==> src/rtl/reg_xfer_pkg.sv <==
package reg_xfer_pkg;
  localparam int BYTE_W    = 8;
  localparam int CT_TGT    = 0;
  localparam int CT_DIR    = 1;
  localparam int CT_RST    = 3;
  localparam int ST_IRQN   = 4;
  localparam int ST_BUSY   = 5;

  function automatic logic [BYTE_W-1:0] status_byte(input logic busy, input logic irq);
    logic [BYTE_W-1:0] s;
    s = '0;
    s[ST_BUSY] = busy;
    s[ST_IRQN] = ~irq;
    return s;
  endfunction
endpackage

==> src/rtl/reg_xfer_host.sv <==
module reg_xfer_host
  import reg_xfer_pkg::*;
#(
  parameter int DATA_W = 16,
  parameter int ADDR_W = 2
) (
  input  logic              clk,
  input  logic              rst_n,
  input  logic [ADDR_W-1:0] hb_addr,
  input  logic              hb_wr,
  input  logic [BYTE_W-1:0] hb_wdata,
  output logic [BYTE_W-1:0] hb_rdata,
  input  logic              busy,
  input  logic              irq,
  input  logic              cap_evt,
  input  logic [DATA_W-1:0] cap_word,
  output logic [DATA_W-1:0] wr_word,
  output logic [DATA_W-1:0] rd_word,
  output logic              ctl_rst,
  output logic              ctl_dir,
  output logic              ctl_tgt,
  output logic              cmd_hit,
  output logic              ctrl_hit
);
  localparam int NB = DATA_W / BYTE_W;
  localparam logic [ADDR_W-1:0] CTRL_OFS = ADDR_W'(NB);
  localparam logic [ADDR_W-1:0] CMD_OFS  = ADDR_W'(NB + 1);

  assign cmd_hit  = hb_wr && (hb_addr == CMD_OFS);
  assign ctrl_hit = hb_wr && (hb_addr == CTRL_OFS);

  for (genvar i = 0; i < NB; i++) begin : g_lane
    logic lane_wr;
    assign lane_wr = hb_wr && (hb_addr == ADDR_W'(i));
    always_ff @(posedge clk or negedge rst_n) begin
      if (!rst_n) begin
        wr_word[i*BYTE_W +: BYTE_W] <= '0;
        rd_word[i*BYTE_W +: BYTE_W] <= '0;
      end else begin
        if (lane_wr) wr_word[i*BYTE_W +: BYTE_W] <= hb_wdata;
        if (cap_evt) rd_word[i*BYTE_W +: BYTE_W] <= cap_word[i*BYTE_W +: BYTE_W];
      end
    end
  end

  always_ff @(posedge clk or negedge rst_n) begin
    if (!rst_n) begin
      ctl_rst <= 1'b0;
      ctl_dir <= 1'b0;
      ctl_tgt <= 1'b0;
    end else if (ctrl_hit) begin
      ctl_rst <= hb_wdata[CT_RST];
      ctl_dir <= hb_wdata[CT_DIR];
      ctl_tgt <= hb_wdata[CT_TGT];
    end
  end

  always_comb begin
    hb_rdata = '0;
    if (hb_addr == CTRL_OFS) hb_rdata = status_byte(busy, irq);
    for (int i = 0; i < NB; i++)
      if (hb_addr == ADDR_W'(i)) hb_rdata = rd_word[i*BYTE_W +: BYTE_W];
  end

  AST_CTRL_RESET_BIT: assert property (@(posedge clk) disable iff (!rst_n)
    ctrl_hit |=> ctl_rst == $past(hb_wdata[CT_RST]));
endmodule

==> src/rtl/reg_xfer_engine.sv <==
module reg_xfer_engine #(
  parameter int DATA_W = 16
) (
  input  logic              clk,
  input  logic              rst_n,
  input  logic              launch_req,
  input  logic              cfg_dir,
  input  logic              cfg_tgt,
  input  logic [DATA_W-1:0] cfg_word,
  input  logic              dev_ready,
  output logic              busy,
  output logic              launch_evt,
  output logic              done_evt,
  output logic              cap_evt,
  output logic              dev_sel,
  output logic              dev_we,
  output logic              dev_re,
  output logic [DATA_W-1:0] dev_wdata
);
  logic dir_q;

  assign launch_evt = launch_req && !busy;
  assign done_evt   = busy && dev_ready;
  assign cap_evt    = done_evt && dir_q;
  assign dev_we     = busy && !dir_q;
  assign dev_re     = busy && dir_q;

  always_ff @(posedge clk or negedge rst_n) begin
    if (!rst_n) begin
      busy      <= 1'b0;
      dir_q     <= 1'b0;
      dev_sel   <= 1'b0;
      dev_wdata <= '0;
    end else if (launch_evt) begin
      busy      <= 1'b1;
      dir_q     <= cfg_dir;
      dev_sel   <= cfg_tgt;
      dev_wdata <= cfg_word;
    end else if (done_evt) begin
      busy      <= 1'b0;
    end
  end

  AST_LAUNCH_SETS_BUSY: assert property (@(posedge clk) disable iff (!rst_n)
    launch_req && !busy |=> busy);
  AST_READY_ENDS: assert property (@(posedge clk) disable iff (!rst_n)
    busy && dev_ready |=> !busy && !dev_we && !dev_re);
  AST_FROZEN_WHILE_BUSY: assert property (@(posedge clk) disable iff (!rst_n)
    busy && !dev_ready |=> $stable(dev_sel) && $stable(dev_wdata) && $stable(dev_we));
  AST_CMD_IGNORED: assert property (@(posedge clk) disable iff (!rst_n)
    busy && launch_req && !dev_ready |=> busy);
endmodule

==> src/rtl/reg_xfer_bridge.sv <==
module reg_xfer_bridge
  import reg_xfer_pkg::*;
#(
  parameter int DATA_W = 16,
  localparam int ADDR_W = $clog2(DATA_W / BYTE_W + 2)
) (
  input  logic              clk,
  input  logic              rst_n,
  input  logic [ADDR_W-1:0] hb_addr,
  input  logic              hb_wr,
  input  logic [BYTE_W-1:0] hb_wdata,
  output logic [BYTE_W-1:0] hb_rdata,
  output logic              dev_rst_n,
  output logic              dev_sel,
  output logic              dev_we,
  output logic              dev_re,
  output logic [DATA_W-1:0] dev_wdata,
  input  logic [DATA_W-1:0] dev_rdata,
  input  logic              dev_ready,
  input  logic              dev_irq
);
  logic              busy, launch_evt, done_evt, cap_evt;
  logic              ctl_rst, ctl_dir, ctl_tgt, cmd_hit, ctrl_hit;
  logic [DATA_W-1:0] wr_word, rd_word;

  reg_xfer_host #(.DATA_W(DATA_W), .ADDR_W(ADDR_W)) u_host (
    .clk(clk), .rst_n(rst_n), .hb_addr(hb_addr), .hb_wr(hb_wr),
    .hb_wdata(hb_wdata), .hb_rdata(hb_rdata), .busy(busy), .irq(dev_irq),
    .cap_evt(cap_evt), .cap_word(dev_rdata), .wr_word(wr_word),
    .rd_word(rd_word), .ctl_rst(ctl_rst), .ctl_dir(ctl_dir),
    .ctl_tgt(ctl_tgt), .cmd_hit(cmd_hit), .ctrl_hit(ctrl_hit)
  );

  reg_xfer_engine #(.DATA_W(DATA_W)) u_engine (
    .clk(clk), .rst_n(rst_n), .launch_req(cmd_hit), .cfg_dir(ctl_dir),
    .cfg_tgt(ctl_tgt), .cfg_word(wr_word), .dev_ready(dev_ready),
    .busy(busy), .launch_evt(launch_evt), .done_evt(done_evt),
    .cap_evt(cap_evt), .dev_sel(dev_sel), .dev_we(dev_we), .dev_re(dev_re),
    .dev_wdata(dev_wdata)
  );

  assign dev_rst_n = ctl_rst;

  AST_ONE_STROBE: assert property (@(posedge clk) disable iff (!rst_n)
    !(dev_we && dev_re));
  AST_READ_CAPTURE: assert property (@(posedge clk) disable iff (!rst_n)
    dev_re && dev_ready |=> rd_word == $past(dev_rdata));
  AST_LAUNCH_WORD: assert property (@(posedge clk) disable iff (!rst_n)
    launch_evt && !ctl_dir |=> dev_we && dev_wdata == $past(wr_word));
  AST_DONE_ONLY_BUSY: assert property (@(posedge clk) disable iff (!rst_n)
    done_evt |-> (dev_we || dev_re));
endmodule

==> config.mk <==
export PLATFORM = sky130hd
export DESIGN_NAME = reg_xfer_bridge
export DESIGN_NICKNAME = d
export VERILOG_FILES = /design/src/rtl/reg_xfer_pkg.sv /design/src/rtl/reg_xfer_host.sv /design/src/rtl/reg_xfer_engine.sv /design/src/rtl/reg_xfer_bridge.sv
export SDC_FILE = /design/constraint.sdc
export NUM_CORES = 1
export LEC_CHECK = 0
export ABC_AREA = 1
export BUFFER_PORTS_ARGS = -buffer_cell sky130_fd_sc_hd__buf_4
export CORE_MARGIN = 2
export CORE_UTILIZATION = 40
export CTS_CLUSTER_DIAMETER = 100
export DETAILED_ROUTE_END_ITERATION = 10
export PLACE_DENSITY = 0.61
export RECOVER_POWER = 25
export SLEW_MARGIN = 10
export SYNTH_ARGS = -nofsm -noshare
export SYNTH_HDL_FRONTEND = slang
export SYNTH_SLANG_ARGS = --single-unit
==> constraint.sdc <==
create_clock -name clk -period 2.2 [get_ports clk]
set_clock_uncertainty 0.15 [all_clocks]
set_input_delay 0.22 -clock clk [delete_from_list [all_inputs] [get_ports clk]]
set_output_delay 0.22 -clock clk [all_outputs]
set_load 0.01 [all_outputs]
==> summary.txt <==
Worst setup path
  • Critical Path RT: roughly 1800 ps
  • Number of cells traversed by the worst register-to-register path: 5
  • Largest driver fanout on the critical path: 18
  • Setup CP Type: flop to primary output
  • Capture point of the worst reg-to-reg path: u_host.rd_word[5]
  • Register-to-register setup slack: around 730 ps
  • Reg2Reg Launch Point: u_engine.busy
  • Kind of start point of the critical path: flop
  • Critical Path End: dev_re
  • Startpoint of the worst setup timing path: u_engine.busy
  • Arrival @ worst endpoint: 1270 ps
  • Worst Setup End Kind: primary output

STA
  • Post-route fraction of the period consumed by the critical path: 74.38%
  • Total Negative Setup Slacks: 0 ps
  • Achievable Freq: a little over 600 MHz
  • Hold violation count in the final report: 0
  • Post-route minimum period: approximately 1600 ps
  • Setup violators final: 0
  • Slew Limit Headroom: between 40% and 50%
  • Slew @ Worst Pin: 753.3 ps
  • RSZ-0062 raised after global routing: false
  • Final Max Slew Viols: 0

Placed design
  • Final HPWL DP: between 3 and 4 mm
  • Final Wtd Congestion: about 0.76
  • Number of port buffers: 58

CTS
  • Clock slew seen by the registers of the worst setup and hold paths: ~90 ps
  • Post-cts gate resize count: 0
  • Latest clock arrival within the worst-skew pair: approximately 300 ps
  • Root buffer cell: sky130_fd_sc_hd__clkbuf_8
  • Clock tree from TritonCTS: yes
  • Sink count of the clock tree: 54
  • Maximum buffer depth of the clock tree: 2
  • Number of buffers added by the clock tree synthesis step: 5
  • Number of levels the H-tree was split into: 2

Synth
  • Most common cell in the netlist: sky130_fd_sc_hd__nand2_1
  • Post-synth top area share: 59.08%
  • Number of synthesized flops with an enable pin: 0
  • Area of the mapped netlist: approximately 2300 um^2
  • Post-synthesis xor/xnor area fraction: 0%
  • Compound-Gate Fraction of Synth Area: less than 1%
  • Mux contribution to synthesized area: 0%
  • Post-synthesis share of cell area spent on full adders, half adders and majority gates: 0%
  • Number of distinct library cells after synthesis: 16
  • Synthesized area per cell: approximately 8.5 um^2
  • Cells after synthesis: 268
  • Number of warnings reported in the yosys synthesis log: 0
  • Area contributors post-synth: sky130_fd_sc_hd__dfrtp_1, sky130_fd_sc_hd__nand2_1, sky130_fd_sc_hd__nand3_1, sky130_fd_sc_hd__buf_6, sky130_fd_sc_hd__buf_4
  • Ys flop type: sky130_fd_sc_hd__dfrtp_1
  • Post-synthesis sequential area ratio: 59.08%
  • Basic-gate share of the synthesized area counting and, or, nand and nor cells: a little over a third
  • Library cell occupying the most area in the post-synthesis netlist: sky130_fd_sc_hd__dfrtp_1
  • Largest family of logic cells by synthesized area: simple AND/OR/NAND/NOR gates
  • Leading post-synthesis cells by instance count: sky130_fd_sc_hd__nand2_1, sky130_fd_sc_hd__dfrtp_1, sky130_fd_sc_hd__nand3_1, sky130_fd_sc_hd__buf_2
  • Seq cells post-synth: 54
  • Net count after synthesis: 299
  • Share of flip-flops with an asynchronous set or reset after synthesis: 100.0%

Detailed routing
  • DRC errors left: 0
  • DR vias: between 1500 and 2000
  • First-iteration detailed-routing DRC count: 144
  • Number of vias per cell after detailed routing: between 4 and 5
  • Final ANT Viol Nets: 0
  • Overall routed net length: slightly below 5 mm
  • First drt pass iteration count: 4
  • Avg WL per Cell: roughly 12 um

Min path
  • Kind of path behind the tightest hold check: primary input to flop

GRT
  • Gr ovfl total: 0
  • Global-route usage over all layers: 18.11%
  • Maximum number of pins on one net before global-route repair: 55
  • Number of global-route vias before repair: roughly 2000
  • Wire length of the first global-routing pass: 8.901 mm
  • Antenna violations before repair: 0

Finish
  • Flip-flop and latch area: 1351 um^2
  • Synthesis-to-finish area growth: 29.98%
  • # fillers: 554
  • Multi-input logic area: 837.1 um^2
  • Fraction of layout instances using a drive strength above 1: 20.65%
  • End-of-flow core utilization: a little over half
  • NumNets Final: roughly 370
  • Final antenna diode count: 0

Outcome
  • Result of the run: complete, no violations

Die
  • Std-Cell Rows: 27
  • I/O pins: 59
  • Area enclosed by the die boundary: ~6300 um^2
  • Placeable core region: 5507 um^2
  • Initial Util: 41.54%
  • Die X: between 70 and 80 um
  • Die Ht: 79.62 um

Pwr
  • Pwr dens: ~870 nW/um^2
  • VDD IR max: ~0.37 mV
  • Leakage dissipation: 1.645 nW

Run
  • Reported max-cap violation count: 0
cell families after synthesis:
family	Yosys count
compound gates	1
simple gates	197
buf+inv	16
flops	54
routing by layer:
metal	vias up	wire length (um)	GRT usage (%)
met5	-	0	0
met1	896	2227	22.57
met4	0	57	5.172
li1	998	-	-
met2	44	2434	31.51
met3	7	251	3.959
report_power, final:
part,total [mW],switching [mW],internal (mW)
logic,0.638,0.333,0.305
clock network,0.544,0.300,0.244
registers,1.40,0.144,1.26
worst max-delay path: stages (launching register included):
cell and delay, ps:
sky130_fd_sc_hd__dfrtp_1 440, sky130_fd_sc_hd__nand2_1 90, sky130_fd_sc_hd__inv_2 250, sky130_fd_sc_hd__buf_4 190
area by class of cell:
| type | count | area share [%] |
|---|---|---|
| flip-flops and latches | 54 | 45.45 |
| multi-input cells | 198 | 28.16 |
| repair buffers | 77 | 20.08 |
| well taps | 72 | 3.030 |
| clock buffers | 6 | 2.778 |
| inverters | 4 | 0.5051 |
stage by stage:
step | setup WS, ps | total power [mW] | std cells | hold slack [ps] | cell area, um^2
after floorplan | 972.7 | 1.745 | 268 | -225.6 | 2287
after global placement | 704.4 | 2.055 | 390 | 159.4 | 2759
after detailed placement | 687.3 | 2.067 | 390 | 160.3 | 2759
after CTS | 551.1 | 2.631 | 411 | 0.08885 | 2992
after global routing | 408.3 | 2.787 | 411 | 11.40 | 2973
final | 563.6 | 2.585 | 411 | 6.367 | 2973
worst min path at each step:
| stage | slack (ps) | depth (start not counted) | startpoint | to |
|---|---|---|---|---|
| after detailed placement | 160 | 1 | rst_n | u_engine.dev_wdata[0] |
| after CTS | 0.09 | 3 | dev_rdata[7] | u_host.rd_word[7] |
| after global routing | 10 | 3 | dev_rdata[7] | u_host.rd_word[7] |
| after floorplan | -230 | 0 | rst_n | u_engine.busy |
| final | 6 | 3 | dev_rdata[7] | u_host.rd_word[7] |
| after global placement | 160 | 1 | rst_n | u_engine.dev_wdata[2] |
registers in the layout (all words and copies together), names as in the netlist:
name,flops
u_host.ctl_rst,1
u_engine.dev_sel,1
u_engine.busy,1
u_host.wr_word,16
u_engine.dir_q,1
u_host.ctl_tgt,1
u_host.rd_word,16
u_engine.dev_wdata,16
u_host.ctl_dir,1
timing repair:
action / in CTS / in global routing
endpoints found under the hold margin: 68 / 0
setup buffers: 0 / 0
hold buffers: 15 / 0
layout by cell type (no fill, tap or decap), types with 2 or more instances in the layout:
cell type                       instances
sky130_fd_sc_hd__inv_1                  2
sky130_fd_sc_hd__inv_2                  2
sky130_fd_sc_hd__dlygate4sd3_1         15
sky130_fd_sc_hd__clkbuf_8               6
sky130_fd_sc_hd__buf_4                 57
sky130_fd_sc_hd__nor2_2                 2
sky130_fd_sc_hd__nand2_1              136
sky130_fd_sc_hd__clkbuf_1               5
sky130_fd_sc_hd__nor2_1                 2
sky130_fd_sc_hd__nand3_1               53
sky130_fd_sc_hd__dfrtp_1               54
(Power assumes the default switching activity.)
